--- src/rtl/toy3_pkg.sv ---
package toy3_pkg;
    localparam int WORD_W = 3;
    localparam int ADDR_W = 4;

    typedef enum logic [WORD_W-1:0] {
        OP_MOVA = 3'd0,
        OP_MOVB = 3'd1,
        OP_ADD  = 3'd2,
        OP_SUB  = 3'd3,
        OP_AND  = 3'd4,
        OP_OR   = 3'd5,
        OP_LDA  = 3'd6,
        OP_LDB  = 3'd7
    } op_e;

    typedef enum logic {
        DST_A = 1'b0,
        DST_B = 1'b1
    } dst_e;

    typedef struct packed {
        logic [WORD_W-1:0] a;
        logic [WORD_W-1:0] b;
        logic [WORD_W-1:0] c;
    } work_t;

    function automatic logic is_alu_op(input op_e op);
        return (op == OP_ADD) || (op == OP_SUB) || (op == OP_AND) || (op == OP_OR);
    endfunction
endpackage

--- src/rtl/toy3_stepper.sv ---
module toy3_stepper #(
    parameter int ADDR_W = 4
) (
    input  logic              clk,
    input  logic              rst,
    output logic [ADDR_W-1:0] cnt
);
    always_ff @(posedge clk) begin
        if (rst) cnt <= '0;
        else     cnt <= cnt + 1'b1;
    end

    assert_step_inc_R1: assert property (@(posedge clk) disable iff (rst)
        1'b1 |=> cnt == ADDR_W'($past(cnt) + 1'b1));
endmodule

--- src/rtl/toy3_store.sv ---
module toy3_store #(
    parameter int WORD_W = 3,
    parameter int ADDR_W = 4
) (
    input  logic              clk,
    input  logic              rst,
    input  logic              pre_we,
    input  logic [ADDR_W-1:0] pre_addr,
    input  logic [WORD_W-1:0] pre_data,
    input  logic [ADDR_W-1:0] sel_addr,
    output logic [WORD_W-1:0] bus
);
    localparam int DEPTH = 1 << ADDR_W;

    logic [WORD_W-1:0] mem [DEPTH];
    logic [DEPTH-1:0]  sel;

    for (genvar i = 0; i < DEPTH; i++) begin : g_sel
        assign sel[i] = (sel_addr == ADDR_W'(i));
    end

    always_ff @(posedge clk) begin
        if (rst && pre_we) mem[pre_addr] <= pre_data;
    end

    always_comb begin
        bus = '0;
        for (int i = 0; i < DEPTH; i++) begin
            if (sel[i]) bus = bus | mem[i];
        end
    end

    assert_one_word_R2: assert property (@(posedge clk) disable iff (rst)
        $countones(sel) == 1);
endmodule

--- src/rtl/toy3_opdec.sv ---
module toy3_opdec
    import toy3_pkg::*;
(
    input  logic              en,
    input  logic [WORD_W-1:0] word,
    output logic [7:0]        strobe
);
    always_comb begin
        strobe = '0;
        if (en) strobe[word] = 1'b1;
    end
endmodule

--- src/rtl/toy3_alu.sv ---
module toy3_alu
    import toy3_pkg::*;
(
    input  op_e               op,
    input  logic [WORD_W-1:0] a,
    input  logic [WORD_W-1:0] b,
    output logic [WORD_W-1:0] y
);
    always_comb begin
        unique case (op)
            OP_ADD:  y = a + b;
            OP_SUB:  y = a - b;
            OP_AND:  y = a & b;
            OP_OR:   y = a | b;
            default: y = '0;
        endcase
    end
endmodule

--- src/rtl/toy3_core.sv ---
module toy3_core
    import toy3_pkg::*;
(
    input  logic              clk,
    input  logic              rst,
    input  logic              pre_we,
    input  logic [ADDR_W-1:0] pre_addr,
    input  logic [WORD_W-1:0] pre_data,
    output logic [ADDR_W-1:0] step_idx,
    output logic [WORD_W-1:0] bus_word,
    output logic [WORD_W-1:0] reg_a,
    output logic [WORD_W-1:0] reg_b,
    output logic [WORD_W-1:0] reg_c,
    output logic              route_data
);
    work_t             wr;
    logic              route_q;
    dst_e              dst_q;
    logic [7:0]        strobe;
    logic [WORD_W-1:0] alu_y;
    op_e               bus_op;

    assign bus_op = op_e'(bus_word);

    toy3_stepper #(.ADDR_W(ADDR_W)) u_step (
        .clk (clk),
        .rst (rst),
        .cnt (step_idx)
    );

    toy3_store #(.WORD_W(WORD_W), .ADDR_W(ADDR_W)) u_store (
        .clk      (clk),
        .rst      (rst),
        .pre_we   (pre_we),
        .pre_addr (pre_addr),
        .pre_data (pre_data),
        .sel_addr (step_idx),
        .bus      (bus_word)
    );

    toy3_opdec u_dec (
        .en     (!route_q),
        .word   (bus_word),
        .strobe (strobe)
    );

    toy3_alu u_alu (
        .op (bus_op),
        .a  (wr.a),
        .b  (wr.b),
        .y  (alu_y)
    );

    always_ff @(posedge clk) begin
        if (rst) begin
            wr      <= '0;
            route_q <= 1'b0;
            dst_q   <= DST_A;
        end else if (route_q) begin
            if (dst_q == DST_A) wr.a <= bus_word;
            else                wr.b <= bus_word;
            route_q <= 1'b0;
        end else begin
            if (strobe[OP_LDA]) begin
                route_q <= 1'b1;
                dst_q   <= DST_A;
            end
            if (strobe[OP_LDB]) begin
                route_q <= 1'b1;
                dst_q   <= DST_B;
            end
            if (strobe[OP_ADD] || strobe[OP_SUB] || strobe[OP_AND] || strobe[OP_OR])
                wr.c <= alu_y;
            if (strobe[OP_MOVA]) wr.a <= wr.c;
            if (strobe[OP_MOVB]) wr.b <= wr.c;
        end
    end

    assign reg_a      = wr.a;
    assign reg_b      = wr.b;
    assign reg_c      = wr.c;
    assign route_data = route_q;

    assert_route_clears_R4: assert property (@(posedge clk) disable iff (rst)
        route_data |=> !route_data);

    assert_load_sets_route_R4: assert property (@(posedge clk) disable iff (rst)
        (!route_data && (bus_word == OP_LDA || bus_word == OP_LDB)) |=> route_data);

    assert_add_result_R5: assert property (@(posedge clk) disable iff (rst)
        (!route_data && bus_word == OP_ADD) |=> reg_c == WORD_W'($past(reg_a) + $past(reg_b)));

    assert_alu_keeps_ab_R5: assert property (@(posedge clk) disable iff (rst)
        (!route_data && is_alu_op(bus_op)) |=> ($stable(reg_a) && $stable(reg_b)));

    assert_mova_copy_R6: assert property (@(posedge clk) disable iff (rst)
        (!route_data && bus_word == OP_MOVA) |=> reg_a == $past(reg_c));
endmodule

--- config.mk ---
export PLATFORM = sky130hd
export DESIGN_NAME = toy3_core
export DESIGN_NICKNAME = d
export VERILOG_FILES = /design/src/rtl/toy3_pkg.sv /design/src/rtl/toy3_stepper.sv /design/src/rtl/toy3_store.sv /design/src/rtl/toy3_opdec.sv /design/src/rtl/toy3_alu.sv /design/src/rtl/toy3_core.sv
export SDC_FILE = /design/constraint.sdc
export NUM_CORES = 1
export LEC_CHECK = 0
export BUFFER_PORTS_ARGS = -buffer_cell sky130_fd_sc_hd__buf_2
export CORE_ASPECT_RATIO = 0.9
export CORE_MARGIN = 2
export CORE_UTILIZATION = 40
export DETAILED_ROUTE_END_ITERATION = 12
export GPL_TIMING_DRIVEN = 0
export PLACE_DENSITY_LB_ADDON = 0.25
export SYNTH_ARGS = -nofsm -noshare
export SYNTH_HDL_FRONTEND = slang
export SYNTH_HIERARCHICAL = 1
export SYNTH_SLANG_ARGS = --single-unit
export TNS_END_PERCENT = 50
--- constraint.sdc ---
create_clock -name clk -period 2.85 [get_ports clk]
set_clock_uncertainty 0.05 [all_clocks]
set_input_delay 0 -clock clk [delete_from_list [all_inputs] [get_ports clk]]
set_output_delay 0 -clock clk [all_outputs]
set_load 0.01 [all_outputs]
==> run summary, run 1 <==
outcome - finished, violations left
failing checks - negative setup slack
dpl hpwl - 4.550 mm
post-route ant nets - 0
R2R depth - 14
top cells by area, synth - edfxtp_1 47%, dfxtp_1 9.9%, mux2i_1 4.3%, nor2_1 3.0%, ha_1 2.1%
Critical Path Source Type - flop
worst-skew pair later-pin latency - 0.34 ns
Post-Syn Nets - 257
Layout fillers - 682
Netlist cell types - 61
TritonCTS Buffers - 9
Worst-Margin Slew - 0.6155 ns
top-area cell type share of the netlist area - 47.37%
Hold Path Depth - 1
Synth Cell Area - 3043 µm²
hold_sp - pre_data[1]
RR Endpoint - reg_c[2]$_SDFFE_PP0P_
r2r startpoint - u_step/cnt[0]$_SDFF_PP0_
WL/cell - 17.71 µm
crit path DAT - 3.11 ns
area delta synth->final - 22.45%
Die H - 86.75 µm
share of cells above drive strength 1 - 33.68%
Max FO, Critical Path - 6
final total power - 2.236 mW
Synth async-reset ratio - 0%
Die X - 95.94 µm
TritonCTS clock tree - yes
max cap viols - 0
htree depth - 3
Die Area - 8322 µm²
M1 GR Usage - 24.60%
Pre-antenna DRT Iters - 4
vias in the first global route - 2018
Post-synth EDFFs - 48
minimum clock period - 2.955 ns
fin util - 49.88%
GR Util met2 - 27.08%
fin crit share - 103.7%
Port Buf Inserts - 26
Slew HR - 58.65%
most common cell in the netlist - edfxtp_1
tightest hold margin - 0.007818 ns
n_diodes - 0
WHS Endpoint - u_store/mem[7][1]$_DFFE_PP_
Main synth FF type - edfxtp_1
# setup viols final - 1
Post-synth top cells - 48 x edfxtp_1, 24 x nor2_1, 15 x dfxtp_1, 13 x mux2i_1, 11 x nor3_1
Setup WS post-layout - -0.1051 ns
Root Buffer - clkbuf_8
final std cells w/o fill - 387
syn avg cell area - 12.63 µm²
P per Cell Area - 600.1 nW/µm²
Crit. End Element - flop
Clock Pin Slew Worst Setup and Hold Paths - 0.07 ns
initial antenna violation count - 0
yosys warns - 6
post-synth top area cell - edfxtp_1
Clock Sinks - 63
Min-Delay Path Class - primary input to flop
pin count of the biggest net entering global routing - 17
RSZ-0062 raised after global routing - true
post-synthesis sequential area ratio - 57.24%
Total GRT Usage - 17.62%
Avg Vias per Cell - 5.483
WP data required - 3.00 ns
GP Congestion - 0.8194
P_leak - 1.301 nW
io pins - 27
f_max - 338.4 MHz
Placed Cells - 363
Starting DRT DRC Count - 95
type of the worst setup path - flop to flop
CTS Buffer Depth - 2
Hold Vio Cnt, Final - 0
final net count - 302
final slew viol count - 0
GRT busiest layer - met2
Initial Util - 40.74%
core area - 7470 µm²
via count - 2122
DRC violations left - 0
global route overflow - 0
Mapped Cells - 241
global-route wire length before repair - 10.69 mm
flops & latches, synth - 63
row count - 30
reg-to-reg slack, setup - -0.11 ns
drt total wl - 6.852 mm
Worst VDD drop - 359.3 µV
met3 usage - 5.043%
metal layers:
layer / share of wire, % / wire (µm)
met1: 46 / 3131
met5: 0 / 0
met2: 47 / 3252
met3: 5.8 / 397
met4: 1.1 / 72
report_power, final:
part,switching (mW),internal [mW],leakage (nW)
sequential,0.0398,1.02,0.557
clock,0.357,0.314,0.0828
combinational,0.261,0.242,0.661
total,0.658,1.58,1.30
through the flow:
stage                     area [µm²]  setup WS (ns)  setup TNS (ns)
after CTS                       3643        -0.1483         -0.1549
after floorplan                 3100        0.01590               0
after global routing            3726        -0.2175         -0.2452
after global placement          3351        -0.2861         -0.4523
final                           3726        -0.1051         -0.1051
after detailed placement        3351        -0.3493         -0.5497
cells by family (layout without fill, tap and decap cells):
family,after synthesis,after routing,synth area share (%)
simple gates,93,93,19.33
flops,63,63,57.24
compound gates,39,39,8.389
mux,18,18,7.113
buf+inv,17,67,3.248
fa+ha+maj,8,8,3.372
xor+xnor,3,3,1.316
sequential cells by signal, summed over array words and instances, names as in the netlist:
signal       cells
route_data       1
reg_a            3
reg_c            3
u_step/cnt       4
reg_b            3
u_store/mem     48
dst_q            1
final cells by class:
cell class,count,area [µm²],share of cell area [%]
Clock buffer,9,123.9,3.324
Tap cell,96,120.1,3.224
Timing Repair Buffer,34,212.7,5.709
Inverter,7,26.28,0.7052
Sequential cell,63,1752,47.01
Multi-Input combinational cell,161,1344,36.06
Clock inverter,7,50.05,1.343
Buffer,10,97.59,2.619
how the worst max path moves through the flow:
| stage | to | depth (start not counted) | slack, ns | startpoint |
|---|---|---|---|---|
| floorplan | reg_c[2]$_SDFFE_PP0P_ | 14 | 0.02 | u_step/cnt[0]$_SDFF_PP0_ |
| global placement | reg_c[2]$_SDFFE_PP0P_ | 13 | -0.29 | u_step/cnt[0]$_SDFF_PP0_ |
| detailed placement | reg_c[2]$_SDFFE_PP0P_ | 13 | -0.35 | u_step/cnt[0]$_SDFF_PP0_ |
| CTS | reg_c[2]$_SDFFE_PP0P_ | 13 | -0.15 | u_step/cnt[0]$_SDFF_PP0_ |
| global route | reg_c[2]$_SDFFE_PP0P_ | 12 | -0.22 | u_step/cnt[0]$_SDFF_PP0_ |
| finish | reg_c[2]$_SDFFE_PP0P_ | 14 | -0.11 | u_step/cnt[0]$_SDFF_PP0_ |
critical path, cell delays in order (launching register included):
cell,delay [ns]
dfxtp_4,0.39
clkbuf_16,0.16
or4b_1,0.49
o21ai_1,0.11
o22ai_2,0.12
nand3_4,0.11
nand2_4,0.06
nor2_4,0.11
mux2i_2,0.25
fa_2,0.23
xor2_1,0.17
xnor3_1,0.24
a22o_1,0.19
nand3b_1,0.08
a21oi_1,0.06
placed cells by master (no fill, tap or decap), types with 8 or more instances in the layout:
cell type / synthesis / final
nor3_1: 11 / 11
clkbuf_8: 0 / 9
mux2i_1: 13 / 11
a21oi_1: 9 / 8
nand2_1: 10 / 8
nor2_1: 24 / 22
dfxtp_1: 15 / 11
edfxtp_1: 48 / 48
buf_4: 2 / 8
buf_2: 4 / 26
repair_timing:
action / CTS / global route
hold endpoints to repair: 11 / 0
cloned: 0 / 1
buffers inserted: 5 / 0
resized for setup: 16 / 12
setup endpoints to repair: 2 / 3
pin swaps: 6 / 8
hold buffers: 2 / 0
Note: power is estimated with default switching activity, not from simulation.
==> run 2, diff against run 1 <==
ABC_AREA = 0   (was unset)
HOLD_SLACK_MARGIN = 0.03   (was unset)
==> run 2 against run 1 <==
The run still ends with negative setup slack left; combinational power hardly changed; final area is 0.54% higher; critical path depth is 2 lower; flip-flop and latch count unchanged; fmax barely moved; cell count up 0.52%; sequential share of layout area shrank 0.25 points.
==> run summary, run 2 (same netlist as run 1, synthesis figures left out) <==
GR Util met2 - 27.15% (+0.064 points)
P per Cell Area - 596.4 nW/µm² (-0.62%)
Max FO, Critical Path - 6 (unchanged)
Initial Util - 40.74% (unchanged)
max cap viols - 0 (unchanged)
vias in the first global route - 2030 (+0.59%)
Hold Vio Cnt, Final - 0 (unchanged)
global-route wire length before repair - 10.70 mm (about the same)
M1 GR Usage - 24.60% (unchanged)
GRT busiest layer - met2
P_leak - 1.310 nW (+0.64%)
io pins - 27 (unchanged)
DRC violations left - 0 (unchanged)
f_max - 338.6 MHz (about the same)
Total GRT Usage - 17.64% (+0.018 points)
Hold Path Depth - 2 (+1)
Largest register FFs - 48 (unchanged)
r2r startpoint - u_step/cnt[0]$_SDFF_PP0_
slowest stage delay, CP - 0.42 ns (-0.07 ns)
most common cell after layout, fill and taps aside - edfxtp_1
Clock Sinks - 63 (unchanged)
pre-CTS setup slack - -0.3493 ns (unchanged)
RR Endpoint - reg_c[2]$_SDFFE_PP0P_
met3 usage - 5.043% (unchanged)
area delta synth->final - 23.11%
Critical Path Source Type - flop
TritonCTS clock tree - yes
worst-skew pair later-pin latency - 0.33 ns (about the same)
Slew HR - 57.97% (-0.68 points)
dpl hpwl - 4.550 mm (unchanged)
Port Buf Inserts - 26 (unchanged)
htree depth - 3 (unchanged)
reg-to-reg slack, setup - -0.10 ns (about the same)
RSZ-0062 raised after global routing - true
# setup viols final - 1 (unchanged)
initial antenna violation count - 0 (unchanged)
Avg Vias per Cell - 5.452 (-0.56%)
drt total wl - 6.823 mm (-0.42%)
core area - 7470 µm² (unchanged)
Die X - 95.94 µm (unchanged)
largest register by flop count - u_store/mem
Die Area - 8322 µm² (unchanged)
Crit-path slowest cell - dfxtp_4
Die H - 86.75 µm (unchanged)
Root Buffer - clkbuf_8
post-route ant nets - 0 (unchanged)
Starting DRT DRC Count - 88 (-7.4%)
minimum clock period - 2.954 ns (-0.001299 ns)
Min-Delay Path Class - primary input to flop
outcome - finished, violations left
GP Congestion - 0.8194 (unchanged)
WL/cell - 17.54 µm (-0.94%)
most frequent cells in the layout - 48 x edfxtp_1, 26 x buf_2, 22 x nor2_1
share of cells above drive strength 1 - 33.45% (-0.23 points)
CTS Buffer Depth - 2 (unchanged)
Crit. End Element - flop
final net count - 304 (+0.66%)
Buf/Inv on CP - 0 (-1)
crit path DAT - 3.11 ns (about the same)
via count - 2121 (-0.047%)
failing checks - negative setup slack
Clock Pin Slew Worst Setup and Hold Paths - 0.07 ns (about the same)
hold_sp - pre_addr[0]
Pre-antenna DRT Iters - 4 (unchanged)
final total power - 2.234 mW (about the same)
global route overflow - 0 (unchanged)
cell family with most CP delay - compound AO/OA/AOI/OAI gates
n_diodes - 0 (unchanged)
tightest hold margin - 0.05863 ns (+0.05081 ns)
pin count of the biggest net entering global routing - 17 (unchanged)
TritonCTS Buffers - 9 (unchanged)
WP data required - 3.00 ns (about the same)
Setup WS post-layout - -0.1038 ns (+0.001299 ns)
Worst-Margin Slew - 0.6257 ns (+0.01017 ns)
row count - 30 (unchanged)
WHS Endpoint - u_store/mem[0][1]$_DFFE_PP_
fin util - 50.15% (+0.27 points)
type of the worst setup path - flop to flop
final slew viol count - 0 (unchanged)
Worst VDD drop - 359.9 µV (+0.17%)
CP cell instances - mux2_4, and3_4, o32ai_4, o2111ai_4, nor2_4, mux2i_2, fa_2, xor2_1, xnor3_1, a22o_1, nand3b_1, a21oi_1
R2R depth - 12 (-2)
fin crit share - 103.6% (about the same)
top flop regs - u_store/mem: 48 flops, u_step/cnt: 4 flops
run 2: cell types whose count changed in the layout (fill, tap and decap cells not counted), sizes merged:
cell         previous run  this run
dlygate4sd3             2         4
run 2: how the worst max path moves through the flow:
stage | start | to | slack [ns] | cells past startpoint
6_report | u_step/cnt[0]$_SDFF_PP0_ | reg_c[2]$_SDFFE_PP0P_ | -0.10 | 12
5_1_grt | u_step/cnt[0]$_SDFF_PP0_ | reg_c[2]$_SDFFE_PP0P_ | -0.22 | 12
4_1_cts | u_step/cnt[0]$_SDFF_PP0_ | reg_c[2]$_SDFFE_PP0P_ | -0.15 | 13
3_5_place_dp | u_step/cnt[0]$_SDFF_PP0_ | reg_c[2]$_SDFFE_PP0P_ | -0.35 | 13
3_3_place_gp | u_step/cnt[0]$_SDFF_PP0_ | reg_c[2]$_SDFFE_PP0P_ | -0.29 | 13
2_1_floorplan | u_step/cnt[0]$_SDFF_PP0_ | reg_c[2]$_SDFFE_PP0P_ | 0.02 | 14
run 2: through the flow:
step	setup TNS, ns	cells	cell area [µm²]
5_1_grt	-0.2452	389	3746
2_1_floorplan	0	241	3100
6_report	-0.1038	389	3746
3_5_place_dp	-0.5497	363	3351
4_1_cts	-0.1549	388	3664
3_3_place_gp	-0.4523	363	3351
run 2: power breakdown:
| part | internal (mW) | switching [mW] | total (mW) |
|---|---|---|---|
| clock | 0.314 | 0.355 | 0.669 |
| combinational | 0.243 | 0.259 | 0.503 |
| sequential | 1.02 | 0.0396 | 1.06 |
run 2: layout make-up:
type                            count  area, µm²
Multi-Input combinational cell    161       1344
Buffer                             10      97.59
Clock buffer                        9      123.9
Clock inverter                      7      50.05
Sequential cell                    63       1752
Timing Repair Buffer               36      232.7
Tap cell                           96      120.1
Fill cell                         684       3724
Inverter                            7      26.28
run 2: worst register-to-register path, stage by stage (launching register included):
cell and delay [ns]:
dfxtp_4 0.42, mux2_4 0.31, and3_4 0.18, o32ai_4 0.30, o2111ai_4 0.20, nor2_4 0.14
mux2i_2 0.25, fa_2 0.24, xor2_1 0.17, xnor3_1 0.24, a22o_1 0.19, nand3b_1 0.08
a21oi_1 0.06
run 2: repair_timing:
item,CTS,global route
pin swaps,6,8
setup buffers,5,0
endpoints found under the hold margin,52,0
cloned,0,1
hold buffers,4,0
endpoints found under the setup margin,2,3
gates resized for setup,16,12
run 2: metal layers:
metal | routed length (µm) | vias up | share of wire, %
li1 | - | 1012 | -
met5 | 0 | - | 0
met1 | 3209 | 1050 | 47
met4 | 72 | 0 | 1.1
met2 | 3279 | 52 | 48
met3 | 263 | 7 | 3.9
